## config.mk

```make
export PLATFORM = sky130hd
export DESIGN_NAME = rto_top
export DESIGN_NICKNAME = d
export VERILOG_FILES = /design/src/rtl/rto_pkg.sv /design/src/rtl/rto_mode_decode.sv /design/src/rtl/rto_tick_counter.sv /design/src/rtl/rto_seq_fsm.sv /design/src/rtl/rto_top.sv
export SDC_FILE = /design/constraint.sdc
export NUM_CORES = 1
export LEC_CHECK = 0
export CAP_MARGIN = 15
export CORE_MARGIN = 4
export CORE_UTILIZATION = 50
export CTS_BUF_LIST = sky130_fd_sc_hd__clkbuf_2 sky130_fd_sc_hd__clkbuf_4 sky130_fd_sc_hd__clkbuf_8
export DETAILED_ROUTE_END_ITERATION = 8
export PLACE_DENSITY = 0.74
export REMOVE_ABC_BUFFERS = 1
export SLEW_MARGIN = 20
export SYNTH_ARGS = -nofsm -noshare
export SYNTH_HDL_FRONTEND = slang
export SYNTH_SLANG_ARGS = --single-unit
```

## constraint.sdc

```tcl
create_clock -name clk -period 2.15 [get_ports clk]
set_input_delay 0.43 -clock clk [delete_from_list [all_inputs] [get_ports clk]]
set_output_delay 0.43 -clock clk [all_outputs]
set_load 0.05 [all_outputs]
```

## src/rtl/rto_pkg.sv

```systemverilog
package rto_pkg;
  typedef enum logic [1:0] {
    PH_RUN  = 2'd0,
    PH_HOLD = 2'd1,
    PH_PWRT = 2'd2,
    PH_OST  = 2'd3
  } rto_phase_e;
endpackage

```

## src/rtl/rto_mode_decode.sv

```systemverilog
module rto_mode_decode #(
  parameter int MODE_W     = 3,
  parameter int XTAL_MODES = 3
) (
  input  logic [MODE_W-1:0] mode_i,
  output logic              crystal_o
);
  // Crystal-type modes occupy the lowest codes.
  localparam logic [MODE_W-1:0] XTAL_LIMIT = MODE_W'(XTAL_MODES);
  assign crystal_o = (mode_i < XTAL_LIMIT);
endmodule

```

## src/rtl/rto_tick_counter.sv

```systemverilog
module rto_tick_counter #(
  parameter int LIMIT = 1024
) (
  input  logic clk,
  input  logic run_i,
  input  logic step_i,
  output logic done_o
);
  localparam int CW = (LIMIT < 2) ? 1 : $clog2(LIMIT + 1);
  localparam logic [CW-1:0] LAST = CW'(LIMIT - 1);

  logic [CW-1:0] cnt_q;

  // Cleared whenever its phase is not active, so every entry starts at zero.
  always_ff @(posedge clk) begin
    if (!run_i)
      cnt_q <= '0;
    else if (step_i)
      cnt_q <= cnt_q + 1'b1;
  end

  assign done_o = run_i && step_i && (cnt_q == LAST);
endmodule

```

## src/rtl/rto_seq_fsm.sv

```systemverilog
module rto_seq_fsm
  import rto_pkg::*;
(
  input  logic       clk,
  input  logic       event_i,
  input  logic       wake_i,
  input  logic       pwrt_en_i,
  input  logic       crystal_i,
  input  logic       pwrt_done_i,
  input  logic       ost_done_i,
  output rto_phase_e phase_q,
  output rto_phase_e phase_d
);
  always_comb begin
    phase_d = phase_q;
    if (event_i) begin
      phase_d = PH_HOLD;
    end else begin
      case (phase_q)
        PH_HOLD: begin
          if (pwrt_en_i)      phase_d = PH_PWRT;
          else if (crystal_i) phase_d = PH_OST;
          else                phase_d = PH_RUN;
        end
        PH_PWRT: if (pwrt_done_i) phase_d = crystal_i ? PH_OST : PH_RUN;
        PH_OST:  if (ost_done_i)  phase_d = PH_RUN;
        PH_RUN:  if (wake_i && crystal_i) phase_d = PH_OST;
        default: phase_d = PH_HOLD;
      endcase
    end
  end

  always_ff @(posedge clk) phase_q <= phase_d;
endmodule

```

## src/rtl/rto_top.sv

```systemverilog
module rto_top
  import rto_pkg::*;
#(
  parameter int PWRT_TICKS = 72,
  parameter int OST_CYCLES = 1024,
  parameter int MODE_W     = 3,
  parameter int XTAL_MODES = 3
) (
  input  logic              clk,
  input  logic              por_pulse_i,
  input  logic              bor_pulse_i,
  input  logic              wake_req_i,
  input  logic              mclr_n_i,
  input  logic [MODE_W-1:0] clk_mode_i,
  input  logic              pwrt_en_i,
  input  logic              slow_tick_i,
  output logic              core_rst_o,
  output logic [1:0]        phase_o
);
  rto_phase_e phase_q, phase_d;
  logic crystal, pwrt_done, ost_done, any_event;

  assign any_event = por_pulse_i | bor_pulse_i;

  rto_mode_decode #(.MODE_W(MODE_W), .XTAL_MODES(XTAL_MODES)) u_mode (
    .mode_i(clk_mode_i), .crystal_o(crystal));

  rto_tick_counter #(.LIMIT(PWRT_TICKS)) u_pwrt (
    .clk(clk), .run_i(phase_q == PH_PWRT), .step_i(slow_tick_i), .done_o(pwrt_done));

  rto_tick_counter #(.LIMIT(OST_CYCLES)) u_ost (
    .clk(clk), .run_i(phase_q == PH_OST), .step_i(1'b1), .done_o(ost_done));

  rto_seq_fsm u_fsm (
    .clk(clk), .event_i(any_event), .wake_i(wake_req_i), .pwrt_en_i(pwrt_en_i),
    .crystal_i(crystal), .pwrt_done_i(pwrt_done), .ost_done_i(ost_done),
    .phase_q(phase_q), .phase_d(phase_d));

  // The pin gates only the output; the phases keep advancing.
  always_ff @(posedge clk) core_rst_o <= (phase_d != PH_RUN) || !mclr_n_i;

  assign phase_o = phase_q;
endmodule

```

==> impl_metrics.py <==
metrics = {
    "timing": {
        "hold_viol_final": 0,
        "period_share": 0.875,
        "maxSlewViolCount": 0,
        "slew_headroom": 0.663,
        "fin_worst_skew_ps": 4.01,
        "tns_ps": 0,
        "setup_viol": 0,
        "rsz0062_at_grt": "false",
        "max_slew.worst_pin.slew_ps": 503,
        "finalCriticalPeriod_ps": 1880,
        "fmax_mhz": 532,
    },
    "global_routing": {
        "antenna_found_initial": 0,
        "grt_pass1_vias": 760,
        "grt_first_pass_wirelength_mm": 3.16,
        "overflow": 0,
        "grt_use_total": 0.162,
        "grt_max_degree": 12,
    },
    "finish": {
        "layoutNonFillerInstCount": 144,
        "nNetsFinal": 132,
        "fin_area_um2": 1120,
        "antenna_cells": 0,
        "drive_gt1_frac": 0.0924,
        "n_fill_cell": 148,
        "area_delta_synth_final_pct": 19.9,
    },
    "clocking": {
        "clk_pin_slew_ps": 110,
        "ctsHoldBuffers": 0,
        "worst_skew_pair.late_latency_ps": 300,
        "cts_resized": 0,
        "cts_htree_levels": 1,
        "post-cts-setup-buffers": 0,
        "cts_root_buf": "clkbuf_4",
        "cts_buffers": 3,
        "clock_sink_count": 21,
        "cts_max_path_buffers": 2,
        "cts_tree": "yes",
    },
    "synthesis": {
        "async_reset_ff_frac": 0,
        "synth.ff_latch_count": 21,
        "yosysTopAreaCellShare": 0.451,
        "synth_flop_cell": "dfxtp_1",
        "syn-instance-count": 104,
        "yosysSeqAreaShare": 0.451,
        "yosysWarnings": 0,
        "synth_area_um2": 932,
        "synth_largest_area_cell": "dfxtp_1",
        "synth.area.top_cells": "dfxtp_1 (45%), xor2_1 (8.5%), nor2_1 (6.4%)",
        "synth_edf_count": 0,
        "syn_area_per_cell_um2": 8.96,
        "ys_types": 28,
    },
    "place": {
        "routabilityCongestion": 0.783,
        "hpwl_mm": 1.22,
        "placed_area_um2": 1090,
        "placedCellCount": 140,
        "io_buffers": 12,
    },
    "power": {
        "internal_power_mw": 0.520,
        "clkPwrFrac": 0.291,
        "p_switching_mw": 0.166,
        "p_comb_frac": 0.127,
        "switching_share": 0.242,
        "p_leak_nw": 0.405,
        "peakVddDrop_uv": 325,
        "seqPwrFrac": 0.582,
        "p_per_area_nw_per_um2": 614,
    },
    "setup_path": {
        "crit_family": "buffers and inverters",
        "arrival_ps": 1450,
        "rrSetupSlack_ps": 340,
        "start_kind": "register",
        "cp_slowest_cell": "clkdlybuf4s50_1",
        "cp-end-kind": "output pin",
        "path_buf_inv": 1,
        "rr_startpoint": "u_ost.cnt_q[0]$_SDFF_PN0_",
        "required_ps": 1720,
        "worstRegToRegCells": 5,
        "cp_max_fo": 2,
        "r2r-end": "core_rst_o$_DFF_P_",
        "worst_path_largest_cell_delay_ps": 810,
        "cp_cell_sequence": "clkdlybuf4s50_1",
        "path_class": "register to output pin",
    },
    "run_status": {
        "status": "completed",
    },
    "route": {
        "wl_per_cell_um": 12.2,
        "vias_per_cell": 5.24,
        "drc_errors": 0,
        "first_pass_iters": 3,
        "routed_wl_mm": 1.76,
        "antenna_left": 0,
        "drt-initial-drc-count": 13,
        "vias": 755,
    },
    "min_path": {
        "hp-start": "u_ost.cnt_q[0]$_SDFF_PN0_",
        "hold_class": "register to register",
        "holdPathEnd": "u_ost.cnt_q[0]$_SDFF_PN0_",
        "min_path_cells": 1,
    },
    "floorplan": {
        "die_height_um": 51.2,
        "dieArea_um2": 2620,
        "io_pins": 13,
        "start_util": 0.534,
        "core_um2": 1750,
        "rows": 15,
        "die_x_um": 51.2,
    },
    "run": {
        "drv_cap": 0,
    },
}
registers in the layout, summed over array words and instances (netlist names):
register	cells
u_pwrt.cnt_q	7
core_rst_o	1
u_fsm.phase_q	2
u_ost.cnt_q	11
cell usage in the layout, fill, tap and decap left out:
| master | Yosys | layout |
|---|---|---|
| a21oi_1 | 4 | 4 |
| clkbuf_4 | 0 | 4 |
| or3_1 | 2 | 2 |
| nand4_1 | 7 | 7 |
| and3_2 | 1 | 1 |
| nor4b_1 | 1 | 1 |
| dfxtp_1 | 21 | 21 |
| mux2i_1 | 2 | 2 |
| a21o_1 | 1 | 1 |
| nand3_1 | 2 | 2 |
| a311oi_2 | 1 | 1 |
| nor2_1 | 16 | 16 |
| nand2b_1 | 2 | 2 |
| xor2_1 | 9 | 9 |
| inv_1 | 1 | 1 |
| and3_1 | 3 | 3 |
| nor3_1 | 1 | 1 |
| or4_4 | 1 | 1 |
| nand2_1 | 11 | 11 |
| o22a_1 | 1 | 1 |
| ha_1 | 2 | 2 |
| o2111ai_1 | 2 | 2 |
| o21ai_0 | 3 | 3 |
| xnor2_1 | 3 | 3 |
| clkdlybuf4s50_1 | 0 | 12 |
| buf_4 | 0 | 2 |
| o31ai_1 | 1 | 1 |
| nand3_2 | 1 | 1 |
| or3_2 | 1 | 1 |
| and2_1 | 1 | 1 |
per-layer routing:
metal	wire, um	vias up	global-route usage
li1	-	398	-
met1	807	338	0.195
met2	793	15	0.258
met4	40	0	0.0942
met5	0	-	0
met3	120	4	0.0437
cells by family (layout without fill, tap and decap cells):
logic type | Yosys count | count (layout) | share of synthesized area
simple gates | 50 | 50 | 0.274
flops | 21 | 21 | 0.451
compound gates | 13 | 13 | 0.0980
xor+xnor | 12 | 12 | 0.113
buf+inv | 4 | 19 | 0.0161
fa+ha+maj | 2 | 2 | 0.0268
mux | 2 | 2 | 0.0215
worst max path at each step:
stage                                    from                  to  depth (start not counted)
floorplan           u_ost.cnt_q[0]$_SDFF_PN0_  core_rst_o$_DFF_P_                          5
finish               u_fsm.phase_q[1]$_DFF_P_          phase_o[1]                          1
global placement                  slow_tick_i  core_rst_o$_DFF_P_                          5
global route         u_fsm.phase_q[0]$_DFF_P_          phase_o[0]                          1
detailed placement                slow_tick_i  core_rst_o$_DFF_P_                          5
CTS                  u_fsm.phase_q[0]$_DFF_P_          phase_o[0]                          1
final cells by class:
| type | instances | area, um2 | area share |
|---|---|---|---|
| multi-input cells | 79 | 497 | 0.445 |
| flip-flops and latches | 21 | 420 | 0.376 |
| repair buffers | 14 | 135 | 0.121 |
| well taps | 25 | 31.3 | 0.0280 |
| clock buffers | 4 | 30.0 | 0.0269 |
| inverters | 1 | 3.75 | 0.00336 |
synthesized netlist by cell type, types with 2 or more instances:
| cell | number |
|---|---|
| nand3_1 | 2 |
| xnor2_1 | 3 |
| o2111ai_1 | 2 |
| ha_1 | 2 |
| or3_1 | 2 |
| nor2_1 | 16 |
| xor2_1 | 9 |
| and3_1 | 3 |
| a21oi_1 | 4 |
| nand2_1 | 11 |
| clkbuf_1 | 3 |
| nand4_1 | 7 |
| dfxtp_1 | 21 |
| nand2b_1 | 2 |
| mux2i_1 | 2 |
| o21ai_0 | 3 |
metrics by stage:
| stage | hold WS [ps] | util | setup slack (ps) | total power, mW |
|---|---|---|---|---|
| after global routing | 484 | 0.640 | 199 | 0.719 |
| after floorplan | 413 | - | 492 | 0.455 |
| after detailed placement | 433 | 0.623 | 310 | 0.495 |
| after CTS | 458 | 0.640 | 253 | 0.695 |
| after global placement | 421 | 0.623 | 346 | 0.495 |
| final | 457 | 0.640 | 269 | 0.687 |
worst reg2reg max path: cells and delay by family (launching register included):
family                   cells  cell delay, ps
adder cells (fa/ha/maj)      1             220
flip-flops                   1             370
AO/OA/AOI/OAI                2             450
AND/OR/NAND/NOR              2             660
power by group through the flow:
| stage | combinational, mW | sequential, mW | clock (mW) |
|---|---|---|---|
| after floorplan | 0.0272 | 0.428 | 0 |
| after global placement | 0.0867 | 0.408 | 0 |
| after detailed placement | 0.0869 | 0.409 | 0 |
| after CTS | 0.0876 | 0.400 | 0.208 |
| after global routing | 0.0951 | 0.401 | 0.223 |
| final | 0.0871 | 0.400 | 0.200 |
(Power assumes the default switching activity.)
